===== src/rtl/pcnu_pkg.sv =====
package pcnu_pkg;
    typedef enum logic [2:0] {
        MODE_SEQ  = 3'd0,
        MODE_REL  = 3'd1,
        MODE_ABS  = 3'd2,
        MODE_LONG = 3'd3,
        MODE_IND  = 3'd4
    } pc_mode_e;
endpackage


===== src/rtl/pcnu_rel_calc.sv =====
module pcnu_rel_calc #(
    parameter int PC_W  = 15,
    parameter int REL_W = 6
) (
    input  logic [PC_W-1:0]  base_pc,
    input  logic [REL_W-1:0] disp_f,
    output logic [PC_W-1:0]  rel_pc,
    output logic             rel_bad
);
    // field value that stands for an offset of zero
    localparam int BIAS = (1 << (REL_W - 1)) - 1;

    always_comb begin
        rel_pc  = base_pc + PC_W'(disp_f) - PC_W'(BIAS);
        rel_bad = (disp_f == REL_W'(BIAS)) || (disp_f == REL_W'(BIAS + 1));
    end
endmodule


===== src/rtl/pcnu_tgt_mux.sv =====
module pcnu_tgt_mux
    import pcnu_pkg::*;
#(
    parameter int PC_W  = 15,
    parameter int SEG_W = 12
) (
    input  logic [2:0]      mode,
    input  logic [PC_W-1:0] cur_pc,
    input  logic [PC_W-1:0] field,
    input  logic [PC_W-1:0] rel_pc,
    input  logic            rel_bad,
    output logic [PC_W-1:0] nxt_pc,
    output logic            start_tbl,
    output logic            flag_bad
);
    localparam int HI_W = PC_W - SEG_W;

    always_comb begin
        nxt_pc    = cur_pc;
        start_tbl = 1'b0;
        flag_bad  = 1'b0;
        case (mode)
            MODE_SEQ:  nxt_pc = cur_pc + PC_W'(1);
            MODE_REL: begin
                if (rel_bad) begin
                    nxt_pc   = cur_pc + PC_W'(1);
                    flag_bad = 1'b1;
                end else begin
                    nxt_pc = rel_pc;
                end
            end
            MODE_ABS:  nxt_pc = {cur_pc[PC_W-1 -: HI_W], field[SEG_W-1:0]};
            MODE_LONG: nxt_pc = field;
            MODE_IND:  start_tbl = 1'b1;
            default:   nxt_pc = cur_pc;
        endcase
    end
endmodule


===== src/rtl/pc_next_unit.sv =====
module pc_next_unit #(
    parameter int PC_W     = 15,
    parameter int SEG_W    = 12,
    parameter int BYTE_W   = 8,
    parameter int REL_W    = 6,
    parameter int RESET_PC = 0
) (
    input  logic              clk,
    input  logic              rst_n,
    input  logic              op_valid,
    input  logic [2:0]        op_mode,
    input  logic [PC_W-1:0]   op_field,
    input  logic [BYTE_W-1:0] acc,
    input  logic [BYTE_W-1:0] pm_data,
    output logic [PC_W-1:0]   pc,
    output logic              busy,
    output logic [PC_W-1:0]   tbl_addr,
    output logic              bad_disp
);
    localparam int UP_W = PC_W - BYTE_W;

    typedef struct packed {
        logic [PC_W-1:0] pc;
        logic            busy;
        logic [PC_W-1:0] tbl_addr;
        logic            bad;
    } pcnu_state_t;

    pcnu_state_t st_d, st_q;

    logic [PC_W-1:0] rel_pc, mux_pc;
    logic            rel_bad, start_tbl, mux_bad;

    pcnu_rel_calc #(.PC_W(PC_W), .REL_W(REL_W)) u_rel (
        .base_pc (st_q.pc),
        .disp_f  (op_field[REL_W-1:0]),
        .rel_pc  (rel_pc),
        .rel_bad (rel_bad)
    );

    pcnu_tgt_mux #(.PC_W(PC_W), .SEG_W(SEG_W)) u_mux (
        .mode      (op_mode),
        .cur_pc    (st_q.pc),
        .field     (op_field),
        .rel_pc    (rel_pc),
        .rel_bad   (rel_bad),
        .nxt_pc    (mux_pc),
        .start_tbl (start_tbl),
        .flag_bad  (mux_bad)
    );

    always_comb begin
        st_d     = st_q;
        st_d.bad = 1'b0;
        if (st_q.busy) begin
            st_d.pc   = {st_q.pc[PC_W-1 -: UP_W], pm_data};
            st_d.busy = 1'b0;
        end else if (op_valid) begin
            st_d.pc  = mux_pc;
            st_d.bad = mux_bad;
            if (start_tbl) begin
                st_d.busy     = 1'b1;
                st_d.tbl_addr = {st_q.pc[PC_W-1 -: UP_W], acc};
            end
        end
    end

    always_ff @(posedge clk or negedge rst_n) begin
        if (!rst_n) begin
            st_q <= '{pc: PC_W'(RESET_PC), busy: 1'b0, tbl_addr: '0, bad: 1'b0};
        end else begin
            st_q <= st_d;
        end
    end

    assign pc       = st_q.pc;
    assign busy     = st_q.busy;
    assign tbl_addr = st_q.tbl_addr;
    assign bad_disp = st_q.bad;
endmodule


===== config.mk =====
export PLATFORM = sky130hd
export DESIGN_NAME = pc_next_unit
export DESIGN_NICKNAME = d
export VERILOG_FILES = /design/src/rtl/pcnu_pkg.sv /design/src/rtl/pcnu_rel_calc.sv /design/src/rtl/pcnu_tgt_mux.sv /design/src/rtl/pc_next_unit.sv
export SDC_FILE = /design/constraint.sdc
export NUM_CORES = 1
export LEC_CHECK = 0
export ABC_AREA = 1
export CAP_MARGIN = 20
export CORE_MARGIN = 2
export CORE_UTILIZATION = 55
export DETAILED_ROUTE_END_ITERATION = 10
export GPL_TIMING_DRIVEN = 0
export PLACE_DENSITY = 0.95
export SYNTH_ARGS = -nofsm -noshare
export SYNTH_HDL_FRONTEND = slang
export SYNTH_SLANG_ARGS = --single-unit

===== constraint.sdc =====
create_clock -name clk -period 6.7 [get_ports clk]
set_input_delay 2.01 -clock clk [delete_from_list [all_inputs] [get_ports clk]]
set_output_delay 2.01 -clock clk [all_outputs]
set_load 0.01 [all_outputs]

==> impl_metrics.csv <==
group,metric,value,unit
hold_path,hold_path_startpoint,"tbl_addr[4]",
logic_synthesis,async_flop_share,1.00,
timing,finalSetupViolCount,0,
setup_path,cp.required,6.89,ns
setup_path,arrival,4.32,ns
placed_design,post-place-ws,2.28,ns
setup_path,reg2reg_slack,4.33,ns
logic_synthesis,synth_most_common_cell,"nand2_1",
die,core,5170,µm²
logic_synthesis,yosys.area.top_type,"dfrtp_1",
logic_synthesis,synth_edf_count,0,
timing,max_freq,0.242,GHz
setup_path,crit_end,"pc[5]",
cells_and_area,diodes,0,
die,die_y,77.5,µm
power,pwr-share-seq,0.285,
clocking,cts-root-buf,"clkbuf_8",
clocking,cts_tree,"built",
setup_path,reg2reg_to,"pc[5]",
setup_path,r2r-start,"pc[1]",
power,power_leakage,1.97,nW
die,io_pins,69,
setup_path,max_stage_delay,0.48,ns
logic_synthesis,yosysTopAreaCellShare,0.270,
cells_and_area,drive_above_1_share,0.0613,
clocking,numCtsBuffers,5,
detailed_routing,routed-wl-met2,4120,µm
placed_design,dp_hpwl,6860,µm
clocking,cts_buffer_depth,2,
global_route,grt_use_total,0.311,
global_route,grt_pass1_vias,3278,
placed_design,gp_congestion,0.926,
placed_design,dp_cells,600,
die,die_area,6000,µm²
status,outcome,"completed",
setup_path,crit_chain,"clkdlybuf4s50_1 -> ha_1 -> ha_1 -> fa_1 -> nand3_1 -> nand2_1 -> or2_2 -> nand4_1 -> o211ai_1 -> nand2_1 -> nand2_1",
hold_path,min_path_type,"flop to flop",
timing,period_share,0.617,
timing,hold_slack,0.471,ns
die,die_w,77.5,µm
logic_synthesis,synth_common_cells,"173 x nand2_1, 58 x inv_1, 37 x nand3_1",
clocking,clk_latency,0.29,ns
power,ir_drop,0.133,mV
power,power.density,264,nW/µm²
clocking,holdBufCountCts,0,
setup_path,cp-start-kind,"input port",
cells_and_area,stdcell_count,608,
setup_path,path_max_fanout,5,
setup_path,path_common_cell,"nand2_1",
clocking,cts_resized,0,
detailed_routing,wl_met3,457,µm
detailed_routing,drcViolationCount,0,
logic_synthesis,synth_cell_types,33,
logic_synthesis,synth-seq-area-share,0.270,
cells_and_area,nets,602,
detailed_routing,drt_iter0_drc,219,
power,p_sw,0.000448,W
logic_synthesis,synthTopCellsByArea,"dfrtp_1 27%, nand2_1 22%, ha_1 11%",
timing,slew_headroom,0.490,
global_route,grt_pass1_wl,15000,µm
global_route,grt_max_degree,33,
run,drv_cap,0,
timing,maxSlewViolCount,0,
detailed_routing,antenna_left,0,
die,rows,26,
logic_synthesis,ys_ff_latch,32,
logic_synthesis,synth.net_count,528,
timing,min_period,4.13,ns
timing,finalHoldViolations,0,
logic_synthesis,ys.flop_type,"dfrtp_1",
cells_and_area,final_cell_area,3810,µm²
detailed_routing,wl,8820,µm
detailed_routing,vias,3286,
detailed_routing,dr.max_layer_used,"met4",
die,start_util,0.574,
timing,clock_skew,0.00675,ns
timing,rsz0062_at_grt,"no",
cells_and_area,area_growth_syn_to_layout,28.5,%
power,switching_share,0.444,
logic_synthesis,netlist_area,2970,µm²
global_route,overflow,0,
global_route,antenna_found_initial,0,
logic_synthesis,yosys_warnings,0,
logic_synthesis,avgSynthCellArea,6.41,µm²
setup_path,worstSetupPathType,"input port to flop",
detailed_routing,dr.pass1.iters,5,
cells_and_area,n_fill_cell,425,
power,intPower,0.000561,W
placed_design,placed_area,3720,µm²
setup_path,cp-startpoint,"op_field[1]",
power,combPwrFrac,0.553,
placed_design,portBuffers,67,
logic_synthesis,syn_inst,463,
clocking,postCtsSetupBuffers,0,
timing,max_slew.worst_pin.slew,0.765,ns
setup_path,endpoint_kind,"flop",
timing,setup_tns,0,ns
setup_path,slowest_stage,"clkdlybuf4s50_1",
detailed_routing,vias_per_cell,5.40,
timing,fin_ws,2.57,ns
clocking,path_clk_slew,0.08,ns
clocking,cts_max_level,2,
power,clockPowerShare,0.162,
detailed_routing,wire_per_inst,14.5,µm
detailed_routing,wl_met1,4070,µm
clocking,cts.sinks,32,
setup_path,r2r_cells,10,
## worst min path at each step
| stage | to | slack, ns | cells after the start |
|---|---|---|---|
| 3_5_place_dp | tbl_addr[2] | 0.46 | 2 |
| 5_1_grt | tbl_addr[7] | 0.51 | 2 |
| 4_1_cts | tbl_addr[2] | 0.48 | 2 |
| 3_3_place_gp | tbl_addr[7] | 0.45 | 2 |
| 2_1_floorplan | tbl_addr[0] | 0.51 | 2 |
| 6_report | tbl_addr[4] | 0.47 | 2 |
## critical path, delay by kind of cell
kind	cells	cell delay [ns]
buf+inv	1	0.48
fa+ha+maj	3	0.99
compound gates	1	0.09
simple gates	6	0.74
## through the flow
step / utilization / power, W
3_3_place_gp: 0.720 / 0.000820
2_1_floorplan: - / 0.000626
4_1_cts: 0.738 / 0.00100
3_5_place_dp: 0.719 / 0.000837
6_report: 0.738 / 0.00101
5_1_grt: 0.738 / 0.00109
## cell type report
cell class                 instances  area (µm²)  share of cell area
sequential                        32         801               0.210
clock buffer                       7        86.3              0.0226
timing repair buffer              67         666               0.174
buffer                             7        38.8              0.0102
multi-input combinational        359        1880               0.493
clock inverter                     1        7.51             0.00197
inverter                          65         246              0.0646
tap                               70        87.6              0.0230
## layout by cell type, fill, tap and decap left out, drive strengths merged, types with 2 or more instances in the layout
master	netlist	final
a21oi	31	31
a31oi	2	2
buf	5	6
clkbuf	2	9
clkdlybuf4s50	0	66
dfrtp	32	32
ha	27	27
inv	65	65
nand2	176	176
nand3	38	38
nand4	6	6
nor2	32	32
nor3	3	3
o211ai	4	4
o21ai	18	18
o21bai	3	3
or2	4	4
xnor2	2	2
xor2	7	7
## power by group through the flow
stage | Sequential (W) | Combinational [W] | Clock (W)
global placement | 0.000288 | 0.000532 | 0
global route | 0.000293 | 0.000625 | 0.000171
CTS | 0.000286 | 0.000551 | 0.000164
finish | 0.000288 | 0.000558 | 0.000163
detailed placement | 0.000289 | 0.000548 | 0
floorplan | 0.000295 | 0.000332 | 0
## sequential cells by signal (all words and copies together) (netlist names)
signal	count
busy	1
bad_disp	1
pc	15
tbl_addr	15
## cell families (layout without fill, tap and decap cells)
kind of cell,Yosys count,count (layout),synth area share
buffers and inverters,72,147,0.0961
XOR/XNOR,9,9,0.0266
AO/OA/AOI/OAI,60,60,0.111
AND/OR/NAND/NOR,262,262,0.376
flip-flops,32,32,0.270
adder cells (fa/ha/maj),28,28,0.121
## per-layer routing
layer	vias up	global-route usage
met3	17	0.0372
met4	0	0.107
li1	1620	-
met5	-	0
met2	123	0.503
met1	1526	0.430
No activity file was read; power rests on OpenSTA's default activity.
